$ cat config.mk
export PLATFORM = sky130hd
export DESIGN_NAME = serial_xcvr
export DESIGN_NICKNAME = d
export VERILOG_FILES = /design/src/rtl/serial_xcvr_pkg.sv /design/src/rtl/serial_baud.sv /design/src/rtl/serial_tx.sv /design/src/rtl/serial_rx.sv /design/src/rtl/serial_wake.sv /design/src/rtl/serial_xcvr.sv
export SDC_FILE = /design/constraint.sdc
export NUM_CORES = 1
export LEC_CHECK = 0
export ABC_AREA = 1
export BUFFER_PORTS_ARGS = -buffer_cell sky130_fd_sc_hd__buf_2
export CAP_MARGIN = 10
export CORE_ASPECT_RATIO = 1.4
export CORE_MARGIN = 3
export CORE_UTILIZATION = 55
export CTS_BUF_LIST = sky130_fd_sc_hd__clkbuf_8 sky130_fd_sc_hd__clkbuf_16
export CTS_CLUSTER_SIZE = 28
export DETAILED_ROUTE_END_ITERATION = 10
export MAX_ROUTING_LAYER = met4
export PLACE_DENSITY = 0.75
export SYNTH_ARGS = -nofsm -noshare
export SYNTH_HDL_FRONTEND = slang
export SYNTH_SLANG_ARGS = --single-unit
$ cat constraint.sdc
create_clock -name clk -period 2.6 [get_ports clk]
set_input_delay 0.13 -clock clk [delete_from_list [all_inputs] [get_ports clk]]
set_output_delay 0.13 -clock clk [all_outputs]
set_load 0.1 [all_outputs]
$ cat src/rtl/serial_xcvr_pkg.sv
package serial_xcvr_pkg;
  localparam int OVERSAMPLE = 16;
  localparam int SUB_W      = $clog2(OVERSAMPLE);

  function automatic logic maj3(input logic a, input logic b, input logic c);
    return (a & b) | (a & c) | (b & c);
  endfunction
endpackage

$ cat src/rtl/serial_baud.sv
module serial_baud #(
  parameter int DIV_W = 13
) (
  input  logic             clk,
  input  logic             rst_n,
  input  logic [DIV_W-1:0] divisor,
  output logic             tick
);
  logic [DIV_W-1:0] cnt;

  always_ff @(posedge clk) begin
    if (!rst_n) begin
      cnt  <= '0;
      tick <= 1'b0;
    end else if (divisor == '0) begin
      cnt  <= '0;
      tick <= 1'b0;
    end else if (cnt >= divisor - 1'b1) begin
      cnt  <= '0;
      tick <= 1'b1;
    end else begin
      cnt  <= cnt + 1'b1;
      tick <= 1'b0;
    end
  end

  assert_zero_div_idle_R1: assert property (@(posedge clk) disable iff (!rst_n)
    (divisor == '0) |=> !tick);
  assert_tick_spacing_R1: assert property (@(posedge clk) disable iff (!rst_n)
    (tick && divisor > DIV_W'(1)) |=> !tick);
endmodule

$ cat src/rtl/serial_tx.sv
module serial_tx
  import serial_xcvr_pkg::*;
#(
  parameter int DATA_W   = 8,
  parameter int NORM_BRK = 10,
  parameter int LONG_BRK = 13
) (
  input  logic              clk,
  input  logic              rst_n,
  input  logic              tick,
  input  logic              parity_en,
  input  logic              parity_odd,
  input  logic              long_break,
  input  logic              brk_req,
  input  logic [DATA_W-1:0] tx_data,
  input  logic              tx_valid,
  output logic              tx_ready,
  output logic              tx_done,
  output logic              txd
);
  localparam int SH_W    = DATA_W + 3;
  localparam int BRK_MAX = (LONG_BRK > NORM_BRK) ? LONG_BRK : NORM_BRK;
  localparam int LEN_MAX = (BRK_MAX > SH_W) ? BRK_MAX : SH_W;
  localparam int CW      = $clog2(LEN_MAX + 1);

  logic [DATA_W-1:0] hold_q;
  logic              hold_full, brk_pend;
  logic              busy, brk_mode;
  logic [SH_W-1:0]   shreg, frame;
  logic [SUB_W-1:0]  sub;
  logic [CW-1:0]     idx, nbits;
  logic              accept, load_brk, load_frame;

  assign accept     = tx_valid && !hold_full;
  assign load_brk   = tick && !busy && brk_pend;
  assign load_frame = tick && !busy && !brk_pend && hold_full;

  always_comb begin
    frame = '1;
    frame[0] = 1'b0;
    frame[DATA_W:1] = hold_q;
    if (parity_en) frame[DATA_W+1] = (^hold_q) ^ parity_odd;
  end

  always_ff @(posedge clk) begin
    if (!rst_n) begin
      hold_q    <= '0;
      hold_full <= 1'b0;
      brk_pend  <= 1'b0;
    end else begin
      if (accept) hold_q <= tx_data;
      hold_full <= accept | (hold_full & !load_frame);
      brk_pend  <= brk_req | (brk_pend & !load_brk);
    end
  end

  always_ff @(posedge clk) begin
    if (!rst_n) begin
      busy     <= 1'b0;
      brk_mode <= 1'b0;
      shreg    <= '1;
      sub      <= '0;
      idx      <= '0;
      nbits    <= '0;
    end else if (tick) begin
      if (!busy) begin
        if (load_brk) begin
          busy     <= 1'b1;
          brk_mode <= 1'b1;
          shreg    <= '1;
          sub      <= '0;
          idx      <= '0;
          nbits    <= long_break ? CW'(LONG_BRK) : CW'(NORM_BRK);
        end else if (load_frame) begin
          busy     <= 1'b1;
          brk_mode <= 1'b0;
          shreg    <= frame;
          sub      <= '0;
          idx      <= '0;
          nbits    <= parity_en ? CW'(DATA_W + 3) : CW'(DATA_W + 2);
        end
      end else if (sub == SUB_W'(OVERSAMPLE - 1)) begin
        sub   <= '0;
        shreg <= {1'b1, shreg[SH_W-1:1]};
        if (idx == nbits - 1'b1) begin
          busy     <= 1'b0;
          brk_mode <= 1'b0;
        end else begin
          idx <= idx + 1'b1;
        end
      end else begin
        sub <= sub + 1'b1;
      end
    end
  end

  assign tx_ready = !hold_full;
  assign tx_done  = !busy && !hold_full && !brk_pend;
  assign txd      = busy ? (!brk_mode && shreg[0]) : 1'b1;

  assert_hold_drains_on_tick_R3: assert property (@(posedge clk) disable iff (!rst_n)
    (hold_full && !tick) |=> hold_full);
  assert_done_drops_R4: assert property (@(posedge clk) disable iff (!rst_n)
    (tx_valid && tx_ready) |=> !tx_done);
  assert_idle_line_high_R2: assert property (@(posedge clk) disable iff (!rst_n)
    tx_done |-> txd);
  assert_break_low_R11: assert property (@(posedge clk) disable iff (!rst_n)
    (busy && brk_mode) |-> !txd);
endmodule

$ cat src/rtl/serial_rx.sv
module serial_rx
  import serial_xcvr_pkg::*;
#(
  parameter int DATA_W = 8
) (
  input  logic              clk,
  input  logic              rst_n,
  input  logic              tick,
  input  logic              rxd,
  input  logic              parity_en,
  input  logic              parity_odd,
  input  logic              asleep,
  output logic              line,
  output logic [DATA_W-1:0] rx_data,
  output logic              rx_valid,
  input  logic              rx_ready,
  output logic              rx_perr,
  output logic              rx_ferr,
  output logic              rx_ovr
);
  localparam int IW = $clog2(DATA_W + 3);

  logic [1:0]        sync_q;
  logic              active, s7, s8, pbit;
  logic [SUB_W-1:0]  sub;
  logic [IW-1:0]     idx, stop_idx;
  logic [DATA_W-1:0] sh;
  logic              mid, maj, frame_end, consume, load, lose;

  assign line      = sync_q[1];
  assign stop_idx  = parity_en ? IW'(DATA_W + 2) : IW'(DATA_W + 1);
  assign mid       = tick && active && (sub == SUB_W'(9));
  assign maj       = maj3(s7, s8, line);
  assign frame_end = mid && (idx == stop_idx);
  assign consume   = rx_valid && rx_ready;
  assign load      = frame_end && !asleep && (!rx_valid || rx_ready);
  assign lose      = frame_end && !asleep && rx_valid && !rx_ready;

  always_ff @(posedge clk) begin
    if (!rst_n) sync_q <= 2'b11;
    else        sync_q <= {sync_q[0], rxd};
  end

  always_ff @(posedge clk) begin
    if (!rst_n) begin
      active <= 1'b0;
      sub    <= '0;
      idx    <= '0;
      s7     <= 1'b1;
      s8     <= 1'b1;
      pbit   <= 1'b0;
      sh     <= '0;
    end else if (tick) begin
      if (!active) begin
        if (!line) begin
          active <= 1'b1;
          sub    <= SUB_W'(1);
          idx    <= '0;
        end
      end else begin
        if (sub == SUB_W'(7)) s7 <= line;
        if (sub == SUB_W'(8)) s8 <= line;
        if (sub == SUB_W'(9)) begin
          if (idx == '0) begin
            if (maj) active <= 1'b0;
          end else if (idx <= IW'(DATA_W)) begin
            sh <= {maj, sh[DATA_W-1:1]};
          end else if (idx == stop_idx) begin
            active <= 1'b0;
          end else begin
            pbit <= maj;
          end
        end
        sub <= sub + 1'b1;
        if (sub == SUB_W'(OVERSAMPLE - 1)) idx <= idx + 1'b1;
      end
    end
  end

  always_ff @(posedge clk) begin
    if (!rst_n) begin
      rx_data  <= '0;
      rx_valid <= 1'b0;
      rx_perr  <= 1'b0;
      rx_ferr  <= 1'b0;
      rx_ovr   <= 1'b0;
    end else begin
      if (load) begin
        rx_data  <= sh;
        rx_valid <= 1'b1;
        rx_perr  <= parity_en && (pbit != ((^sh) ^ parity_odd));
        rx_ferr  <= !maj;
      end else if (consume) begin
        rx_valid <= 1'b0;
      end
      if (lose)         rx_ovr <= 1'b1;
      else if (consume) rx_ovr <= 1'b0;
    end
  end

  assert_held_byte_stable_R7: assert property (@(posedge clk) disable iff (!rst_n)
    (rx_valid && !rx_ready) |=> (rx_valid && $stable(rx_data)));
  assert_overrun_needs_full_R8: assert property (@(posedge clk) disable iff (!rst_n)
    $rose(rx_ovr) |-> $past(rx_valid));
  assert_asleep_silent_R10: assert property (@(posedge clk) disable iff (!rst_n)
    (asleep && !rx_valid) |=> !rx_valid);
endmodule

$ cat src/rtl/serial_wake.sv
module serial_wake
  import serial_xcvr_pkg::*;
#(
  parameter int DATA_W = 8
) (
  input  logic clk,
  input  logic rst_n,
  input  logic tick,
  input  logic line,
  input  logic parity_en,
  input  logic sleep_req,
  output logic asleep
);
  localparam int LIM_MAX = OVERSAMPLE * (DATA_W + 3);
  localparam int CW      = $clog2(LIM_MAX + 1);

  logic [CW-1:0] cnt, limit;

  assign limit = parity_en ? CW'(OVERSAMPLE * (DATA_W + 3)) : CW'(OVERSAMPLE * (DATA_W + 2));

  always_ff @(posedge clk) begin
    if (!rst_n) begin
      asleep <= 1'b0;
      cnt    <= '0;
    end else if (sleep_req) begin
      asleep <= 1'b1;
      cnt    <= '0;
    end else if (asleep && tick) begin
      if (!line) begin
        cnt <= '0;
      end else if (cnt == limit - 1'b1) begin
        cnt    <= '0;
        asleep <= 1'b0;
      end else begin
        cnt <= cnt + 1'b1;
      end
    end
  end

  assert_wake_on_high_R10: assert property (@(posedge clk) disable iff (!rst_n)
    $fell(asleep) |-> $past(line));
endmodule

$ cat src/rtl/serial_xcvr.sv
module serial_xcvr #(
  parameter int DIV_W    = 13,
  parameter int DATA_W   = 8,
  parameter int NORM_BRK = 10,
  parameter int LONG_BRK = 13
) (
  input  logic              clk,
  input  logic              rst_n,
  input  logic [DIV_W-1:0]  divisor,
  input  logic              parity_en,
  input  logic              parity_odd,
  input  logic              long_break,
  input  logic              brk_req,
  input  logic              sleep_req,
  input  logic [DATA_W-1:0] tx_data,
  input  logic              tx_valid,
  output logic              tx_ready,
  output logic              tx_done,
  output logic              txd,
  input  logic              rxd,
  output logic [DATA_W-1:0] rx_data,
  output logic              rx_valid,
  input  logic              rx_ready,
  output logic              rx_perr,
  output logic              rx_ferr,
  output logic              rx_ovr,
  output logic              asleep
);
  logic tick, line;

  serial_baud #(.DIV_W(DIV_W)) u_baud (
    .clk(clk), .rst_n(rst_n), .divisor(divisor), .tick(tick)
  );

  serial_tx #(.DATA_W(DATA_W), .NORM_BRK(NORM_BRK), .LONG_BRK(LONG_BRK)) u_tx (
    .clk(clk), .rst_n(rst_n), .tick(tick), .parity_en(parity_en),
    .parity_odd(parity_odd), .long_break(long_break), .brk_req(brk_req),
    .tx_data(tx_data), .tx_valid(tx_valid), .tx_ready(tx_ready),
    .tx_done(tx_done), .txd(txd)
  );

  serial_rx #(.DATA_W(DATA_W)) u_rx (
    .clk(clk), .rst_n(rst_n), .tick(tick), .rxd(rxd), .parity_en(parity_en),
    .parity_odd(parity_odd), .asleep(asleep), .line(line), .rx_data(rx_data),
    .rx_valid(rx_valid), .rx_ready(rx_ready), .rx_perr(rx_perr),
    .rx_ferr(rx_ferr), .rx_ovr(rx_ovr)
  );

  serial_wake #(.DATA_W(DATA_W)) u_wake (
    .clk(clk), .rst_n(rst_n), .tick(tick), .line(line),
    .parity_en(parity_en), .sleep_req(sleep_req), .asleep(asleep)
  );
endmodule

==> results.yml <==
status:
  run_status: "finished clean"
clock_tree:
  cts.repair.resized: 0
  htree_levels: 3
  clk_pin_slew_worst_paths_ns: 0.06
  clock_tree.buffer_depth: 2
  tritoncts: "yes"
  worstSkewPairLatency_ns: 0.34
  clock-sinks: 91
  tritoncts.num_buffers: 9
  cts_root_buf: "clkbuf_16"
grt:
  first_pass_grt_wire_length_um: 18330
  grt_overflow_total: 0
  grt_use_total_pct: 23.25
  grt_pass1_vias: 4465
  grt_start_max_net_pins: 39
  antenna_found_initial: 0
min_path:
  worstHoldPathType: "input port to register"
  worst_hold_startpoint: "brk_req"
sta:
  period_needed_ns: 2.216
  finalCritPeriodShare_pct: 85.24
  worst_slew_pin_slew_ns: 0.6266
  setup-violations-final: 0
  finalMaxSlewViolations: 0
  hold_viol: 0
  rsz0062_at_grt: "no"
  max_freq_ghz: 0.4512
  slew_headroom_pct: 58.07
  totalNegativeSetupSlack_ns: 0
  fin_worst_skew_ns: 0.004424
yosys:
  synth-compound-area-share_pct: 14.92
  synth_xor_area_share_pct: 7.058
  synth_adder_area_share_pct: 6.463
  synth-seq-area-share_pct: 37.64
  synth.ff_latch_count: 91
  mappedNetlistArea_mm2: 0.004840
  synthTopCellsByArea: "dfxtp_1 38%, nand2_1 9.2%, inv_1 6.6%"
  synth.mux.area_fraction_pct: 0
  post_synth.cell_area_avg_um2: 7.202
  synth_warnings: 0
  synth_simple_gate_area_share_pct: 25.39
  synth_top_family_by_area: "simple AND/OR/NAND/NOR gates"
  synth.distinct_cells: 34
  syn-num-nets: 728
  syn-instance-count: 672
  synth_top_area_share_pct: 37.64
  dominant_cell_type_by_area_after_synthesis: "dfxtp_1"
route:
  dr_total_vias: 4469
  drt_first_iter_violations: 211
  finalWirelength_um: 10450
  first_pass_drt_iterations: 4
  route.detailed.vias_per_inst: 5.397
  post_drt_wl_per_cell_um: 12.62
  drt.antenna.violating_nets: 0
  drt_drc_violations_left: 0
placed_design:
  dpl.hpwl_um: 8028
  placement.io_buffers: 46
  gp_congestion: 0.8893
critical_path:
  critPathLaunchType: "input port"
  critPathKind: "input port to register"
  crit_end_category: "register"
  critical_path.startpoint: "divisor[0]"
  worst-endpoint-required_ns: 2.86
  crit-reg2reg-launch: "u_rx.idx[0]"
  slowest_stage: "ha_1"
  critical_path_peak_fanout: 14
  critPathMaxStageDelay_ns: 0.30
  crit_chain: "buf_2, inv_1, ha_1, nand2_1, nor3_1, nand3_1, xor2_1, ha_1, a21oi_1, o21ai_0, a21oi_1, nand3_1, buf_12, nor3_1"
  timing.critical_path.arrival_ns: 2.47
power:
  design_power_total_w: 0.003031
  vdd_drop_max_mv: 0.4402
  power.density_mw_per_mm2: 551.1
  leakagePower_nw: 2.403
cells_and_area:
  ratio_of_cells_with_drive_above_1_in_the_final_layout_pct: 12.26
  area_growth_pct: 13.65
  n_antenna_cell: 0
  final_net_count: 777
  n_fill_cell: 738
floorplan:
  floorplan.initialDensity_pct: 58.00
  die_width_um: 85.28
  fp-row-count: 39
  core_mm2: 0.008344
  pin_count: 47
  dieHeight_um: 117.0
  die_footprint_mm2: 0.009977
run:
  maxCapViolCount: 0
cell usage in the layout (no fill, tap or decap), drive strengths merged, types with 24 or more instances in the layout:
cell,Yosys,final
nand2,122,122
dfxtp,91,91
inv,89,89
nor2,85,85
a21oi,60,60
o21ai,59,59
buf,6,51
nand3,31,31
ha,25,25
xor2,24,24
power by group:
group | leakage [nW] | switching (W) | internal (W)
combinational | 1.52 | 0.000149 | 0.0000832
clock | 0.147 | 0.000529 | 0.000837
sequential | 0.737 | 0.0000194 | 0.00141
state kept, by name, indices dropped and copies added (netlist names), 2 cells and up:
signal,cells
u_rx.sh,8
u_rx.idx,4
u_tx.hold_q,8
u_tx.shreg,10
u_wake.cnt,8
u_tx.sub,4
u_baud.cnt,13
u_rx.rx_data,8
u_tx.nbits,4
u_tx.idx,4
u_rx.sub,4
u_rx.sync_q,2
Yosys cell counts, drive strengths merged:
master,instances
inv,89
dfxtp,91
or2,6
buf,6
nand3,31
o21ai,59
and3,1
xnor2,15
nand4,7
a21oi,60
ha,25
clkbuf,8
o311ai,1
a221oi,1
nor2,85
nand3b,4
clkinv,1
nor3,23
o21a,2
xor2,24
nand2,122
nor4,1
a211oi,4
a41oi,6
metal layers:
metal  track usage [%]  wire (µm)
met1             21.92       4049
met2             44.09       5589
met3             4.762        411
met4             11.93        398
met5                 -          0
kinds of logic (layout without fill, tap and decap cells):
kind of cell	after synthesis	in the layout
DFF	91	91
adders and majority gates	25	25
xor gates and xnor gates	39	39
AOI/OAI and AO/OA	133	133
and+or+nand+nor	280	280
buffers and inverters	104	158
path summary, 6_finish.rpt:
| path | end | slack (ns) | cells past startpoint |
|---|---|---|---|
| setup / recovery | u_baud.cnt[10] | 0.38 | 14 |
| hold / removal | u_tx.brk_pend | 0.01 | 3 |
| setup reg to reg | u_rx.sh[3] | 0.64 | 8 |
| hold reg to reg | u_rx.sync_q[1] | 0.42 | 1 |
repair_timing:
| item | 4_1_cts | 5_1_grt |
|---|---|---|
| hold buffers | 1 | 0 |
| setup buffers | 0 | 0 |
| hold endpoints to repair | 1 | 0 |
cell type report:
cell class | count | area (µm²) | share of cell area [%]
Clock buffer | 9 | 225.2 | 4.095
Clock inverter | 7 | 92.59 | 1.683
Inverter | 90 | 337.8 | 6.142
Multi-Input combinational cell | 477 | 2605 | 47.36
Sequential cell | 91 | 1822 | 33.12
Tap cell | 102 | 127.6 | 2.320
Timing Repair Buffer | 52 | 290.3 | 5.278
critical path: cells and delay by family:
family | cells | cell delay (ns)
AND/OR/NAND/NOR | 5 | 0.83
buffers and inverters | 3 | 0.40
adder cells (fa/ha/maj) | 2 | 0.50
AO/OA/AOI/OAI | 3 | 0.44
XOR/XNOR | 1 | 0.17
metrics by stage:
step           utilization [%]  hold slack, ns  std cells  worst slack, ns  area, µm²
2_1_floorplan                -          0.2366        672          0.04049       4840
3_3_place_gp             61.99          0.3154        811           0.2218       5172
3_5_place_dp             61.99          0.3195        811          0.06069       5172
4_1_cts                  65.92       0.0001205        828           0.4225       5500
5_1_grt                  65.92         0.04010        828           0.2508       5500
6_report                 65.92         0.01151        828           0.3838       5500
(Power assumes the default switching activity.)
